$ cat config.mk
export PLATFORM = sky130hd
export DESIGN_NAME = ctx_tlb
export DESIGN_NICKNAME = d
export VERILOG_FILES = /design/src/rtl/ctx_tlb_pkg.sv /design/src/rtl/ctx_tlb_mva.sv /design/src/rtl/ctx_tlb_slot.sv /design/src/rtl/ctx_tlb_rr.sv /design/src/rtl/ctx_tlb.sv
export SDC_FILE = /design/constraint.sdc
export NUM_CORES = 1
export LEC_CHECK = 0
export BUFFER_PORTS_ARGS = -buffer_cell sky130_fd_sc_hd__buf_2
export CAP_MARGIN = 0
export CORE_MARGIN = 1.5
export CORE_UTILIZATION = 55
export CTS_CLUSTER_DIAMETER = 80
export DETAILED_ROUTE_END_ITERATION = 12
export PLACE_DENSITY = 0.74
export SLEW_MARGIN = 20
export SYNTH_ARGS = -nofsm -noshare
export SYNTH_HDL_FRONTEND = slang
export SYNTH_HIERARCHICAL = 1
export SYNTH_SLANG_ARGS = --single-unit
$ cat constraint.sdc
create_clock -name clk -period 4.7 [get_ports clk]
set_input_delay 0.705 -clock clk [delete_from_list [all_inputs] [get_ports clk]]
set_output_delay 0.705 -clock clk [all_outputs]
set_load 0.05 [all_outputs]
$ cat src/rtl/ctx_tlb_pkg.sv
`timescale 1ns/1ps
package ctx_tlb_pkg;
  localparam int ADDR_W = 32;
  localparam int PID_W  = 7;
  localparam int DOM_W  = 4;
  localparam int APF_W  = 2;
  localparam int APF_N  = 4;
  localparam int AP_W   = APF_W * APF_N;

  typedef enum logic [1:0] {
    PG_SECT  = 2'd0,
    PG_LARGE = 2'd1,
    PG_SMALL = 2'd2,
    PG_TINY  = 2'd3
  } pg_size_e;

  typedef struct packed {
    pg_size_e            size;
    logic [ADDR_W-1:0]   base;
    logic [DOM_W-1:0]    dom;
    logic [AP_W-1:0]     ap;
  } tlb_data_t;

  // in-page offset bits for each page size
  function automatic logic [ADDR_W-1:0] pg_off_mask(pg_size_e s);
    case (s)
      PG_SECT:  return ADDR_W'(32'h000F_FFFF);
      PG_LARGE: return ADDR_W'(32'h0000_FFFF);
      PG_SMALL: return ADDR_W'(32'h0000_0FFF);
      default:  return ADDR_W'(32'h0000_03FF);
    endcase
  endfunction

  // subpage permission field selection
  function automatic logic [APF_W-1:0] ap_pick(pg_size_e s, logic [ADDR_W-1:0] mva,
                                               logic [AP_W-1:0] ap);
    logic [1:0] idx;
    case (s)
      PG_LARGE: idx = mva[15:14];
      PG_SMALL: idx = mva[11:10];
      default:  idx = 2'd0;
    endcase
    return ap[idx*APF_W +: APF_W];
  endfunction
endpackage

$ cat src/rtl/ctx_tlb_mva.sv
`timescale 1ns/1ps
module ctx_tlb_mva
  import ctx_tlb_pkg::*;
(
  input  logic [ADDR_W-1:0] va_i,
  input  logic [PID_W-1:0]  pid_i,
  output logic [ADDR_W-1:0] mva_o
);
  localparam int LOW_W = ADDR_W - PID_W;

  always_comb begin
    if (va_i[ADDR_W-1:LOW_W] == '0) mva_o = {pid_i, va_i[LOW_W-1:0]};
    else                            mva_o = va_i;
  end
endmodule

$ cat src/rtl/ctx_tlb_slot.sv
`timescale 1ns/1ps
module ctx_tlb_slot
  import ctx_tlb_pkg::*;
(
  input  logic              clk,
  input  logic              rst_n,
  input  logic              inval_i,
  input  logic              wr_i,
  input  logic [ADDR_W-1:0] wr_tag_i,
  input  tlb_data_t         wr_dat_i,
  input  logic [ADDR_W-1:0] mva_i,
  output logic              hit_o,
  output tlb_data_t         dat_o
);
  logic              vld_q, vld_d;
  logic [ADDR_W-1:0] tag_q;
  tlb_data_t         dat_q;

  always_comb begin
    vld_d = vld_q;
    if (wr_i)    vld_d = 1'b1;
    if (inval_i) vld_d = 1'b0;
  end

  always_ff @(posedge clk or negedge rst_n) begin
    if (!rst_n) vld_q <= 1'b0;
    else        vld_q <= vld_d;
  end

  always_ff @(posedge clk) begin
    if (wr_i && !inval_i) begin
      tag_q <= wr_tag_i;
      dat_q <= wr_dat_i;
    end
  end

  assign hit_o = vld_q && (((mva_i ^ tag_q) & ~pg_off_mask(dat_q.size)) == '0);
  assign dat_o = dat_q;
endmodule

$ cat src/rtl/ctx_tlb_rr.sv
`timescale 1ns/1ps
module ctx_tlb_rr #(
  parameter int ENTRIES = 8,
  localparam int IDX_W  = $clog2(ENTRIES)
) (
  input  logic             clk,
  input  logic             rst_n,
  input  logic             adv_i,
  output logic [IDX_W-1:0] ptr_o
);
  logic [IDX_W-1:0] ptr_q, ptr_d;

  always_comb begin
    ptr_d = ptr_q;
    if (adv_i) ptr_d = (ptr_q == IDX_W'(ENTRIES-1)) ? '0 : ptr_q + 1'b1;
  end

  always_ff @(posedge clk or negedge rst_n) begin
    if (!rst_n) ptr_q <= '0;
    else        ptr_q <= ptr_d;
  end

  assign ptr_o = ptr_q;
endmodule

$ cat src/rtl/ctx_tlb.sv
`timescale 1ns/1ps
module ctx_tlb
  import ctx_tlb_pkg::*;
#(
  parameter int ENTRIES = 8
) (
  input  logic              clk,
  input  logic              rst_n,
  input  logic [PID_W-1:0]  pid_i,
  input  logic              req_valid_i,
  input  logic [ADDR_W-1:0] req_va_i,
  input  logic              inval_all_i,
  input  logic              fill_valid_i,
  input  logic [ADDR_W-1:0] fill_mva_i,
  input  logic [1:0]        fill_size_i,
  input  logic [ADDR_W-1:0] fill_pa_i,
  input  logic [DOM_W-1:0]  fill_dom_i,
  input  logic [AP_W-1:0]   fill_ap_i,
  output logic              rsp_valid_o,
  output logic              rsp_hit_o,
  output logic [ADDR_W-1:0] rsp_mva_o,
  output logic [ADDR_W-1:0] rsp_pa_o,
  output logic [1:0]        rsp_size_o,
  output logic [DOM_W-1:0]  rsp_dom_o,
  output logic [APF_W-1:0]  rsp_ap_o,
  output logic              walk_req_o,
  output logic [ADDR_W-1:0] walk_mva_o
);
  localparam int IDX_W = $clog2(ENTRIES);

  logic [ADDR_W-1:0] cur_mva;
  logic [IDX_W-1:0]  vic_ptr;
  logic [ENTRIES-1:0] slot_hit;
  tlb_data_t         slot_dat [ENTRIES];
  tlb_data_t         lk_dat, fill_dat;
  logic              lk_hit, accept, fill_match, store;
  pg_size_e          f_size;
  logic [ADDR_W-1:0] f_mask, lk_mask;

  logic              pend_q, pend_d;
  logic [ADDR_W-1:0] pend_mva_q, pend_mva_d;

  logic              rv_q, rv_d, rh_d, rh_q;
  logic [ADDR_W-1:0] rmva_d, rmva_q, rpa_d, rpa_q;
  logic [1:0]        rsz_d, rsz_q;
  logic [DOM_W-1:0]  rdom_d, rdom_q;
  logic [APF_W-1:0]  rap_d, rap_q;

  ctx_tlb_mva u_mva (.va_i(req_va_i), .pid_i(pid_i), .mva_o(cur_mva));

  assign f_size  = pg_size_e'(fill_size_i);
  assign f_mask  = pg_off_mask(f_size);
  assign store   = fill_valid_i && !inval_all_i;
  assign fill_dat = '{size: f_size, base: fill_pa_i & ~f_mask, dom: fill_dom_i, ap: fill_ap_i};

  ctx_tlb_rr #(.ENTRIES(ENTRIES)) u_rr (
    .clk(clk), .rst_n(rst_n), .adv_i(store), .ptr_o(vic_ptr)
  );

  for (genvar g = 0; g < ENTRIES; g++) begin : g_slot
    ctx_tlb_slot u_slot (
      .clk(clk), .rst_n(rst_n), .inval_i(inval_all_i),
      .wr_i(store && (vic_ptr == IDX_W'(g))),
      .wr_tag_i(fill_mva_i & ~f_mask), .wr_dat_i(fill_dat),
      .mva_i(cur_mva), .hit_o(slot_hit[g]), .dat_o(slot_dat[g])
    );
  end

  // lowest-numbered matching slot wins
  always_comb begin
    lk_dat = slot_dat[0];
    for (int i = ENTRIES-1; i >= 0; i--) begin
      if (slot_hit[i]) lk_dat = slot_dat[i];
    end
  end

  assign lk_hit     = |slot_hit;
  assign lk_mask    = pg_off_mask(lk_dat.size);
  assign accept     = req_valid_i && !pend_q;
  assign fill_match = fill_valid_i && pend_q && (((fill_mva_i ^ pend_mva_q) & ~f_mask) == '0);

  // miss tracking
  always_comb begin
    pend_d     = pend_q;
    pend_mva_d = pend_mva_q;
    if (accept && !lk_hit) begin
      pend_d     = 1'b1;
      pend_mva_d = cur_mva;
    end else if (fill_match) begin
      pend_d     = 1'b0;
    end
  end

  always_ff @(posedge clk or negedge rst_n) begin
    if (!rst_n) pend_q <= 1'b0;
    else        pend_q <= pend_d;
  end

  always_ff @(posedge clk) begin
    if (accept && !lk_hit) pend_mva_q <= pend_mva_d;
  end

  // response next state
  always_comb begin
    rv_d   = accept || fill_match;
    rh_d   = lk_hit;
    rmva_d = cur_mva;
    rpa_d  = lk_dat.base | (cur_mva & lk_mask);
    rsz_d  = lk_dat.size;
    rdom_d = lk_dat.dom;
    rap_d  = ap_pick(lk_dat.size, cur_mva, lk_dat.ap);
    if (fill_match) begin
      rh_d   = 1'b1;
      rmva_d = pend_mva_q;
      rpa_d  = fill_dat.base | (pend_mva_q & f_mask);
      rsz_d  = fill_size_i;
      rdom_d = fill_dom_i;
      rap_d  = ap_pick(f_size, pend_mva_q, fill_ap_i);
    end
  end

  always_ff @(posedge clk or negedge rst_n) begin
    if (!rst_n) rv_q <= 1'b0;
    else        rv_q <= rv_d;
  end

  always_ff @(posedge clk) begin
    if (rv_d) begin
      rh_q   <= rh_d;
      rmva_q <= rmva_d;
      rpa_q  <= rpa_d;
      rsz_q  <= rsz_d;
      rdom_q <= rdom_d;
      rap_q  <= rap_d;
    end
  end

  assign rsp_valid_o = rv_q;
  assign rsp_hit_o   = rh_q;
  assign rsp_mva_o   = rmva_q;
  assign rsp_pa_o    = rpa_q;
  assign rsp_size_o  = rsz_q;
  assign rsp_dom_o   = rdom_q;
  assign rsp_ap_o    = rap_q;
  assign walk_req_o  = pend_q;
  assign walk_mva_o  = pend_mva_q;
endmodule

==> key figures, run 1 <==
Timing
  – Relative slew margins: 0.284
  – Shortest clock period the worst path allows after layout: 4.49 ns
  – Fraction of the cycle the final worst path needs: 0.955
  – Worst Clk Skew: around 0.027 ns
  – Final-report setup violation count: 0
  – Worst setup margin: around 0.21 ns
  – Transition at the pin with the smallest max-transition slack: 1.07 ns
  – Top achievable clock speed: about 220 MHz
  – Slew Viols, Final: 0
  – Final-report hold violation count: 0

Finish
  – Post-Route Utilization: 0.656
  – Post-layout instance count excluding filler cells: 2827
  – Fraction of final layout cells with drive strength greater than 1: 0.218
  – Nets@finish: 2242
  – Final Instance Area: 0.0321 sq mm
  – Area growth from synthesis to layout: 17.6%

Global routing
  – Via count of the first global-routing pass: 16383
  – Antenna violations before repair: 2
  – Pin count of the biggest net entering global routing: 80
  – Overflow left after global routing: 0
  – Wire length of the first global-routing pass: 100 mm
  – Total Routing Usage GR: 0.269

Clock network
  – Clock sink total: 662
  – Clk pin slew, worst setup/hold paths: 0.06 ns
  – Number of CTS-inserted buffers: 67
  – Postcts setup bufs: 0
  – Clock network latency to the later pin of the worst-skew pair: 0.62 ns
  – Buffer cell driving the clock tree root: sky130_fd_sc_hd__clkbuf_16
  – TritonCTS clock tree: yes
  – Count of H-tree levels built during CTS: 3
  – Max Root-Sink Buffers: 3

Place
  – GP Congestion: 0.827
  – Area after DPL: 0.0300 sq mm
  – Port Buf Inserts: 208
  – Pre-CTS setup slack: -0.428 ns
  – Half-perimeter wire length after detailed placement: 42.0 mm
  – Total placed cells including tap cells: 2704

Floorplanning
  – Number of top-level pins: 229
  – Area of the placeable core: 0.0490 sq mm
  – Std cell rows: 81
  – Die width: 226 microns
  – Die Footprint: 0.0510 sq mm
  – Initial core utilization: 0.558
  – Floorplan die height: 226 microns

Worst setup path
  – Buffering stage count on the worst path with inverters included: 4
  – Cell family contributing the most delay on the critical path: simple AND/OR/NAND/NOR gates
  – Number of cells on the critical path: 20
  – Startpoint type of the worst setup path: input pin
  – Endpoint arrival time on the critical path: 4.86 ns
  – Most frequent cell on the critical path: sky130_fd_sc_hd__buf_4
  – Critical path capture point type: flip-flop
  – Number of cells on the worst reg-to-reg path: 16
  – Worst-case register-to-register setup slack: ~0.63 ns
  – CP Cell Sequence: buf_2, nor4_2, buf_4, a31o_1, buf_4, xor2_1, nor4_1, nand3_1, nor3_4, buf_4, nor2b_4, a221oi_1, and2_1, ha_1, a22o_1, nand2_2, a221o_1, o22ai_1, o211ai_1, o21a_1
  – Reg2reg start: g_slot[7].u_slot/tag_q[15]
  – Worst path slowest cell: sky130_fd_sc_hd__nor4_1
  – Highest fanout seen on the critical path: 8
  – Crit path kind: input pin to flip-flop
  – Capturing point of the worst reg2reg path: rsp_ap_o[1]
  – Endpoint required time on the critical path: 5.07 ns
  – CP peak stage delay: 0.45 ns

Power and ir drop
  – Power Density: 400 mW/mm^2
  – Post-layout total power: 12.8 mW
  – Peak VDD IR: 0.444 mV
  – Static leakage power: 11.2 nW

Synthesis
  – Count of warnings emitted by yosys: 6
  – Library cell with the largest summed area after synthesis: sky130_fd_sc_hd__edfxtp_1
  – Number of distinct library cells after synthesis: 62
  – Top-count cell post-synth: sky130_fd_sc_hd__edfxtp_1
  – Mean area per synthesized cell: around 16 sq um
  – Area contributors post-synth: sky130_fd_sc_hd__edfxtp_1 (71%), sky130_fd_sc_hd__xor2_1 (5.2%), sky130_fd_sc_hd__a221oi_1 (1.8%)
  – EDFF count, synth: 649
  – Share of flip-flops with an asynchronous set or reset after synthesis: 0.0196
  – Dominant synthesized flop cell: sky130_fd_sc_hd__edfxtp_1
  – Post-synth top cells: sky130_fd_sc_hd__edfxtp_1 (649), sky130_fd_sc_hd__xor2_1 (161), sky130_fd_sc_hd__nand2_1 (101), sky130_fd_sc_hd__nor2_1 (98), sky130_fd_sc_hd__o21ai_0 (59)
  – Cell count after synthesis: 1756
  – Top-area cell type share of the netlist area: 0.713
  – Mapped cell area: 0.0273 sq mm
  – Number of flip-flops and latches in the synthesized netlist: around 660
  – Share of the yosys chip area belonging to registers: 0.725

Drt
  – Post-route DRC: 0
  – Number of routed nets with antenna violations: 0
  – TritonRoute pass-1 iters: 5
  – Detailed Route WL: 68.1 mm
  – Wire per inst: 24.1 microns
  – Vias per std cell: 5.95
  – Initial detailed-routing violation count: between 1500 and 2000
  – Total via count after detailed routing: 16816

Min path
  – Origin of the worst min-delay path: req_va_i[1]
  – Worst hold endpoint: walk_mva_o[1]
  – WHS Path Cells: 1
  – Worst hold-check path type: input pin to flip-flop

Outcome
  – Run status: finished clean

Flow run
  – Maximum capacitance violations: 0
==> layer usage <==
layer,global-route usage,vias to the layer above,part of all wire
met4,0.0898,2,0.027
met2,0.443,837,0.49
li1,-,7435,-
met3,0.0504,129,0.088
met5,0,-,0.00019
met1,0.362,8413,0.39
==> where the power goes <==
part / switching, mW / internal, mW / total (mW)
combinational: 0.585 / 0.269 / 0.854
sequential: 0.0936 / 6.74 / 6.84
clock: 2.19 / 2.96 / 5.14
total: 2.86 / 9.97 / 12.8
==> worst max-delay path by stage <==
stage / startpoint / endpoint / slack [ns]
floorplan: req_va_i[29] / walk_mva_o[0] / 0.05
CTS: req_va_i[29] / rsp_ap_o[0] / 0.17
detailed placement: req_va_i[29] / rsp_ap_o[0] / -0.43
finish: req_va_i[29] / rsp_ap_o[1] / 0.21
global route: req_va_i[29] / rsp_ap_o[1] / -0.05
global placement: req_va_i[29] / rsp_ap_o[0] / -0.32
==> registers in the layout (all words and copies together), names as in the netlist <==
register	flops
rsp_pa_o	32
rsp_ap_o	2
g_slot.u_slot/tag_q	176
rsp_mva_o	32
g_slot.u_slot/dat_o	368
rsp_valid_o	1
rsp_hit_o	1
walk_req_o	1
rsp_dom_o	4
walk_mva_o	32
u_rr/ptr_o	3
g_slot.u_slot/vld_q	8
rsp_size_o	2
==> through the flow <==
step	hold WS, ns	TNS, ns
final	0.323	0
after global routing	0.300	-0.0456
after CTS	0.293	0
after detailed placement	0.488	-2.32
after global placement	0.485	-1.09
after floorplan	0.409	0
==> final cells by class <==
type	instances	area (sq um)
antenna	1	2.50
clock buffer	85	1770
clock inverter	36	335
fill	3381	16800
inverter	30	113
multi-input combinational	1041	7280
sequential	662	19800
tap	664	831
timing repair buffer	308	1970
==> cell usage in the layout, fill, tap and decap left out, types with 11 or more instances in the layout <==
cell,netlist,routed
sky130_fd_sc_hd__nor3_1,19,18
sky130_fd_sc_hd__xor2_1,161,161
sky130_fd_sc_hd__clkinv_1,3,13
sky130_fd_sc_hd__o21ai_0,59,59
sky130_fd_sc_hd__a21oi_1,46,46
sky130_fd_sc_hd__conb_1,1,80
sky130_fd_sc_hd__nand2_1,101,99
sky130_fd_sc_hd__edfxtp_1,649,649
sky130_fd_sc_hd__mux2i_1,40,40
sky130_fd_sc_hd__o221ai_1,39,39
sky130_fd_sc_hd__nor2_1,98,95
sky130_fd_sc_hd__mux2_4,15,15
sky130_fd_sc_hd__mux2_2,12,12
sky130_fd_sc_hd__inv_1,26,26
sky130_fd_sc_hd__o211ai_1,46,46
sky130_fd_sc_hd__and2_1,14,14
sky130_fd_sc_hd__a221oi_1,57,57
sky130_fd_sc_hd__dfrtp_1,13,13
sky130_fd_sc_hd__buf_4,26,85
sky130_fd_sc_hd__nor2b_1,27,18
sky130_fd_sc_hd__clkbuf_1,49,17
sky130_fd_sc_hd__clkinv_2,0,13
sky130_fd_sc_hd__a211oi_1,11,11
sky130_fd_sc_hd__clkbuf_16,0,68
sky130_fd_sc_hd__buf_12,0,14
sky130_fd_sc_hd__nand3_1,20,20
sky130_fd_sc_hd__nor4_2,9,11
sky130_fd_sc_hd__buf_2,16,208
sky130_fd_sc_hd__nor4_1,26,24
sky130_fd_sc_hd__xnor2_1,37,37
==> logic make-up (layout without fill, tap and decap cells) <==
logic type,count (synthesis),count (layout),synth area share
and+or+nand+nor,352,352,0.0641
buffers and inverters,132,459,0.0245
adders and majority gates,10,10,0.00458
xor gates and xnor gates,198,198,0.0635
muxes,67,67,0.0278
other,1,81,0.000137
AOI/OAI and AO/OA,334,334,0.0900
DFF,662,662,0.725
==> timing repair <==
action,4_1_cts,5_1_grt
setup endpoints to repair,0,4
endpoints found under the hold margin,13,0
gates resized for setup,0,4
hold buffers,1,0
Power figures use the tool's default switching activity.
==> run 2: changes to the inputs <==
--- a/config.mk
+++ b/config.mk
@@ -8,10 +8,10 @@
 export BUFFER_PORTS_ARGS = -buffer_cell sky130_fd_sc_hd__buf_2
 export CAP_MARGIN = 0
 export CORE_MARGIN = 1.5
-export CORE_UTILIZATION = 55
+export CORE_UTILIZATION = 60
 export CTS_CLUSTER_DIAMETER = 80
 export DETAILED_ROUTE_END_ITERATION = 12
-export PLACE_DENSITY = 0.74
+export PLACE_DENSITY = 0.8
 export SLEW_MARGIN = 20
 export SYNTH_ARGS = -nofsm -noshare
 export SYNTH_HDL_FRONTEND = slang
==> constraint.sdc (replaced) <==
create_clock -name clk -period 4.7 [get_ports clk]
set_input_delay 0.705 -clock clk [delete_from_list [all_inputs] [get_ports clk]]
set_output_delay 0.705 -clock clk [all_outputs]
set_load 0.01 [all_outputs]
==> run 2 against run 1 <==
  * Core utilization increased by 6.1 points
  * Die area decreased by 8.2%
  * Global-route usage increased by 2.7 points
  * Largest power group unchanged
  * Routed wire length increased by 1.5%
==> key figures, run 2 (synthesized netlist as in run 1, its figures left out) <==
Outcome
  – Run status: finished clean

Place
  – Pre-CTS setup slack: -0.322 ns
  – Area after DPL: 0.0299 sq mm
  – Total placed cells including tap cells: between 2000 and 3000
  – Port Buf Inserts: 208
  – Half-perimeter wire length after detailed placement: 42.1 mm
  – GP Congestion: between 0.8 and 0.9

Timing
  – Worst setup margin: 0.317 ns
  – Unrepaired setup endpoints after global routing: false
  – Fraction of the cycle the final worst path needs: 0.932
  – Final-report hold violation count: 0
  – Final-report setup violation count: 0
  – Transition at the pin with the smallest max-transition slack: 1.00 ns
  – Shortest clock period the worst path allows after layout: 4.38 ns
  – Top achievable clock speed: 228 MHz
  – Relative slew margins: 0.327
  – Slew Viols, Final: 0
  – Worst Clk Skew: 0.0270 ns

Worst setup path
  – Endpoint required time on the critical path: 5.00 ns
  – Crit path kind: input pin to flip-flop
  – Endpoint arrival time on the critical path: 4.69 ns
  – Highest fanout seen on the critical path: 65
  – Startpoint type of the worst setup path: input pin
  – Reg2reg start: g_slot[2].u_slot/tag_q[19]
  – Critical path capture point type: flip-flop
  – Critical path launch point: req_va_i[29]

Clock network
  – Clock network latency to the later pin of the worst-skew pair: 0.60 ns
  – Max Root-Sink Buffers: 3
  – TritonCTS clock tree: yes
  – Count of H-tree levels built during CTS: 3
  – Buffer cell driving the clock tree root: sky130_fd_sc_hd__clkbuf_16
  – Number of CTS-inserted buffers: 67
  – Clk pin slew, worst setup/hold paths: roughly 0.06 ns
  – Clock sink total: around 660
  – Postcts setup bufs: 0

Global routing
  – Total Routing Usage GR: 0.296
  – Via count of the first global-routing pass: 17455
  – Overflow left after global routing: 0
  – Wire length of the first global-routing pass: 103 mm
  – Antenna violations before repair: 2
  – Pin count of the biggest net entering global routing: 66

Drt
  – Number of routed nets with antenna violations: 0
  – Vias per std cell: 6.24
  – Post-route DRC: 0
  – Detailed Route WL: 69.1 mm
  – Wire per inst: 25.1 microns
  – TritonRoute pass-1 iters: 5
  – Total via count after detailed routing: ~17000
  – Initial detailed-routing violation count: around 1900

Min path
  – Worst hold-check path type: input pin to flip-flop
  – Origin of the worst min-delay path: req_va_i[1]

Floorplanning
  – Std cell rows: between 70 and 80
  – Floorplan die height: 216 microns
  – Number of top-level pins: 229
  – Die Footprint: around 0.047 sq mm
  – Die width: around 220 microns
  – Area of the placeable core: 0.0446 sq mm
  – Initial core utilization: 0.612

Finish
  – Post-Route Utilization: 0.717
  – Flip-flop count of the largest register, all copies and words added: approximately 370
  – Commonest cells after routing, fill and taps aside: sky130_fd_sc_hd__edfxtp_1 (649), sky130_fd_sc_hd__buf_2 (208), sky130_fd_sc_hd__xor2_1 (161), sky130_fd_sc_hd__nand2_1 (99), sky130_fd_sc_hd__nor2_1 (95)
  – Post-layout instance count excluding filler cells: 2755
  – Area growth from synthesis to layout: 17.1%
  – Final Instance Area: 0.0320 sq mm
  – Nets@finish: 2245
  – Most frequent standard cell in the layout excluding fill and tap cells: sky130_fd_sc_hd__edfxtp_1
  – Fraction of final layout cells with drive strength greater than 1: 0.220

Power and ir drop
  – Post-layout total power: 12.7 mW
  – Power Density: 399 mW/mm^2
  – Peak VDD IR: roughly 0.35 mV
  – Static leakage power: 11.2 nW

Flow run
  – Maximum capacitance violations: 0
==> run 2: cell count changes in the layout (fill, tap and decap cells not counted), moves of 2 or more <==
cell	before	now
sky130_fd_sc_hd__buf_4	85	93
sky130_fd_sc_hd__buf_12	14	9
sky130_fd_sc_hd__clkinv_1	13	8
sky130_fd_sc_hd__clkbuf_1	17	20
sky130_fd_sc_hd__clkinv_2	13	10
sky130_fd_sc_hd__nor3b_1	4	2
sky130_fd_sc_hd__nor3b_2	0	2
sky130_fd_sc_hd__nor4_2	11	9
==> run 2: power breakdown <==
group          internal (mW)  switching (mW)
Clock                   2.94            2.19
Combinational          0.265           0.510
Sequential              6.74          0.0983
==> run 2: through the flow <==
stage | hold slack (ns) | setup TNS (ns)
6_report | 0.334 | 0
2_1_floorplan | 0.409 | 0
3_3_place_gp | 0.489 | -1.19
5_1_grt | 0.311 | 0
4_1_cts | 0.305 | 0
3_5_place_dp | 0.500 | -2.17
==> run 2: final timing paths <==
check / cells after the start / slack (ns) / to
worst max-delay path: 15 / 0.32 / rsp_pa_o[6]
worst min-delay path: 1 / 0.33 / walk_mva_o[1]
worst max register to register: 17 / 0.49 / rsp_pa_o[12]
worst min register to register: 2 / 0.52 / g_slot[2].u_slot/vld_q
max in group asynchronous: 2 / 3.91 / u_rr/ptr_o[0]
min in group asynchronous: 2 / 0.54 / rsp_valid_o
==> run 2: area by class of cell <==
cell class | count | area, sq um
sequential | 662 | 19800
timing repair buffer | 311 | 1930
clock inverter | 30 | 314
tap | 592 | 741
fill | 2731 | 12600
inverter | 30 | 113
antenna | 1 | 2.50
clock buffer | 88 | 1770
multi-input combinational | 1041 | 7300
==> run 2: critical path: stages <==
cell	delay, ns
sky130_fd_sc_hd__buf_2	0.12
sky130_fd_sc_hd__nor4_4	0.32
sky130_fd_sc_hd__a31o_1	0.29
sky130_fd_sc_hd__buf_4	0.16
sky130_fd_sc_hd__xor2_1	0.07
sky130_fd_sc_hd__nor4_1	0.43
sky130_fd_sc_hd__nand3_1	0.25
sky130_fd_sc_hd__nor3_4	0.32
sky130_fd_sc_hd__buf_4	0.69
sky130_fd_sc_hd__buf_4	0.39
sky130_fd_sc_hd__o21ai_0	0.15
sky130_fd_sc_hd__a21oi_1	0.15
sky130_fd_sc_hd__o21ai_0	0.10
sky130_fd_sc_hd__a221oi_1	0.36
sky130_fd_sc_hd__a21oi_1	0.14
==> run 2: timing repair <==
item,CTS,global route
hold buffers,1,0
hold endpoints to repair,13,0
resized for setup,0,7
endpoints found under the setup margin,0,6
==> run 2: metal layers <==
metal / GRT usage / share of wire / wire, microns
met5: 0 / 0.00016 / 11
met4: 0.114 / 0.029 / 2010
met3: 0.0563 / 0.095 / 6540
met2: 0.493 / 0.50 / 34500
met1: 0.388 / 0.38 / 26000
==> run 3: changes to the inputs <==
--- a/config.mk
+++ b/config.mk
@@ -5,12 +5,12 @@
 export SDC_FILE = /design/constraint.sdc
 export NUM_CORES = 1
 export LEC_CHECK = 0
-export BUFFER_PORTS_ARGS = -buffer_cell sky130_fd_sc_hd__buf_2
-export CAP_MARGIN = 0
+export CAP_MARGIN = 10
 export CORE_MARGIN = 1.5
-export CORE_UTILIZATION = 60
+export CORE_UTILIZATION = 64
 export CTS_CLUSTER_DIAMETER = 80
 export DETAILED_ROUTE_END_ITERATION = 12
+export DONT_BUFFER_PORTS = 1
 export PLACE_DENSITY = 0.8
 export SLEW_MARGIN = 20
 export SYNTH_ARGS = -nofsm -noshare
==> run 3 against run 2 <==
  * Combinational power decreased by 26%
  * Sequential cell count did not move
  * Non-clock buffer count fell by 233
  * Largest cell class unchanged
  * Highest routed layer unchanged
==> key figures, run 3 (synthesized netlist as in run 1, its figures left out) <==
Power and ir drop
  – Fraction of power consumed by the clock network: 0.404
  – Gate power share: 0.046
  – Reg power frac: 0.550
  – Power Density: just over 400 mW/mm^2
  – Post-layout total power: 12.5 mW
  – Cell internal power dissipation: 9.86 mW
  – Power dissipated by switching net loads: 2.61 mW
  – Sw frac: 0.209
  – Static leakage power: 10.2 nW
  – Peak VDD IR: between 0.3 and 0.4 mV

Drt
  – Post-route DRC: 0
  – TritonRoute pass-1 iters: 10
  – Total via count after detailed routing: 16003
  – Initial detailed-routing violation count: 1678
  – Detailed Route WL: 65.1 mm
  – Number of routed nets with antenna violations: 0
  – Wire per inst: 26.4 microns
  – Vias per std cell: 6.48

Worst setup path
  – Worst path slowest cell: sky130_fd_sc_hd__nor4_2
  – Worst-case register-to-register setup slack: approximately 0.48 ns
  – CP peak stage delay: 0.36 ns
  – Endpoint required time on the critical path: between 5 and 6 ns
  – Number of cells on the worst reg-to-reg path: 16
  – Crit path kind: input pin to flip-flop
  – Capturing point of the worst reg2reg path: rsp_ap_o[1]
  – Reg2reg start: g_slot[2].u_slot/tag_q[19]
  – Startpoint type of the worst setup path: input pin
  – CP Cell Sequence: nor4_2, a31o_1, buf_12, xor2_1, nor4_2, nand4_1, nor3_4, inv_2, o221ai_1, nor2_1, a221oi_1, and2_1, ha_1, a22o_1, nand2_1, a221o_1, o221ai_1, o211ai_1, o21a_1
  – Critical path launch point: req_va_i[29]
  – Endpoint arrival time on the critical path: 4.80 ns
  – Highest fanout seen on the critical path: 8
  – Critical path capture point type: flip-flop

Clock network
  – Max Root-Sink Buffers: 3
  – Clock network latency to the later pin of the worst-skew pair: approximately 0.6 ns
  – Count of H-tree levels built during CTS: 3
  – TritonCTS clock tree: yes
  – Buffer cell driving the clock tree root: sky130_fd_sc_hd__clkbuf_16
  – Clk pin slew, worst setup/hold paths: 0.06 ns
  – Postcts setup bufs: 0
  – Number of CTS-inserted buffers: 66
  – Clock sink total: 662

Place
  – Port Buf Inserts: 0
  – Total placed cells including tap cells: 2349
  – Area after DPL: 0.0286 sq mm
  – Half-perimeter wire length after detailed placement: between 30 and 40 mm
  – GP Congestion: 0.855

Timing
  – Top achievable clock speed: around 220 MHz
  – Total Neg Setup Slack: 0 ns
  – Final-report setup violation count: 0
  – Unrepaired setup endpoints after global routing: false
  – Slew Viols, Final: 0
  – Transition at the pin with the smallest max-transition slack: approximately 1 ns
  – Shortest clock period the worst path allows after layout: 4.46 ns
  – Fraction of the cycle the final worst path needs: 0.948
  – Worst Clk Skew: ~0.020 ns
  – Relative slew margins: 0.350
  – Final hold slack: 0.177 ns
  – Final-report hold violation count: 0

Finish
  – Filler cells: between 2000 and 2500
  – Area growth from synthesis to layout: 12.4%
  – Nets@finish: 2011
  – Fraction of final layout cells with drive strength greater than 1: 0.123
  – Flip-flop count of the largest register, all copies and words added: 368
  – Most frequent standard cell in the layout excluding fill and tap cells: sky130_fd_sc_hd__edfxtp_1
  – Commonest cells after routing, fill and taps aside: sky130_fd_sc_hd__edfxtp_1 (649), sky130_fd_sc_hd__xor2_1 (161), sky130_fd_sc_hd__nand2_1 (100), sky130_fd_sc_hd__nor2_1 (95), sky130_fd_sc_hd__conb_1 (80)
  – Final Instance Area: 0.0307 sq mm
  – Post-layout instance count excluding filler cells: between 2000 and 2500

Floorplanning
  – Die Footprint: about 0.044 sq mm
  – Die width: about 210 microns
  – Std cell rows: 75
  – Floorplan die height: 210 microns
  – Number of top-level pins: roughly 230
  – Initial core utilization: 0.650
  – Area of the placeable core: 0.0420 sq mm

Global routing
  – Total Routing Usage GR: 0.301
  – Wire length of the first global-routing pass: 97.4 mm
  – Overflow left after global routing: 0
  – Pin count of the biggest net entering global routing: 57
  – Via count of the first global-routing pass: roughly 16000
  – Antenna violations before repair: 7

Min path
  – WHS Path Cells: 1
  – Worst hold endpoint: g_slot[4].u_slot/vld_q
  – Worst hold-check path type: input pin to flip-flop
  – Origin of the worst min-delay path: inval_all_i

Outcome
  – Run status: finished clean

Flow run
  – Maximum capacitance violations: 0
[run 3: cell types whose count changed in the layout (fill, tap and decap cells not counted), sizes merged]
cell	before	now
buf	310	77
clkinv	21	27
clkbuf	88	82
diode	1	2
[run 3: worst max-delay path by stage]
stage / endpoint / slack (ns) / depth (start not counted)
6_report: rsp_ap_o[1] / 0.24 / 19
5_1_grt: rsp_ap_o[1] / 0.02 / 21
4_1_cts: rsp_ap_o[1] / 0.31 / 19
3_5_place_dp: rsp_ap_o[1] / -0.28 / 19
3_3_place_gp: rsp_ap_o[0] / -0.15 / 20
2_1_floorplan: walk_mva_o[0] / 0.05 / 12
[run 3: area by class of cell]
class,instances,area (sq um),share of cell area
inverter,30,113,0.00367
tap,539,674,0.0220
sequential,662,19800,0.645
clock inverter,36,330,0.0108
timing repair buffer,78,751,0.0245
antenna,2,5.00,0.000163
multi-input combinational,1041,7280,0.237
clock buffer,82,1730,0.0565
[run 3: power by group through the flow]
stage                     registers [mW]  clock network (mW)  logic, mW
final                               6.86                5.04      0.573
after global routing                6.88                5.30      0.623
after CTS                           6.86                5.10      0.568
after detailed placement            6.98                   0      0.557
after global placement              6.97                   0      0.533
after floorplan                     6.96                   0      0.405
[run 3: worst max-delay path, delay by kind of cell]
kind / cells / cell delay [ns]
XOR/XNOR: 1 / 0.08
AO/OA/AOI/OAI: 8 / 1.70
buffers and inverters: 2 / 0.27
adder cells (fa/ha/maj): 1 / 0.23
AND/OR/NAND/NOR: 7 / 1.83
[run 3: stage by stage]
| stage | setup WS (ns) | util |
|---|---|---|
| floorplan | 0.0514 | - |
| global placement | -0.149 | 0.680 |
| detailed placement | -0.281 | 0.680 |
| CTS | 0.314 | 0.730 |
| global route | 0.0156 | 0.730 |
| finish | 0.243 | 0.730 |
[run 3: layer usage]
metal	track usage	vias up	part of all wire
li1	-	6965	-
met1	0.387	7942	0.37
met2	0.497	917	0.49
met3	0.0778	173	0.10
met4	0.114	6	0.035
met5	0	-	0.00052
[run 3: timing repair]
| action | in CTS | in global routing |
|---|---|---|
| hold buffers | 1 | 0 |
| setup endpoints to repair | 0 | 2 |
| hold endpoints to repair | 13 | 0 |
| resized for setup | 0 | 3 |
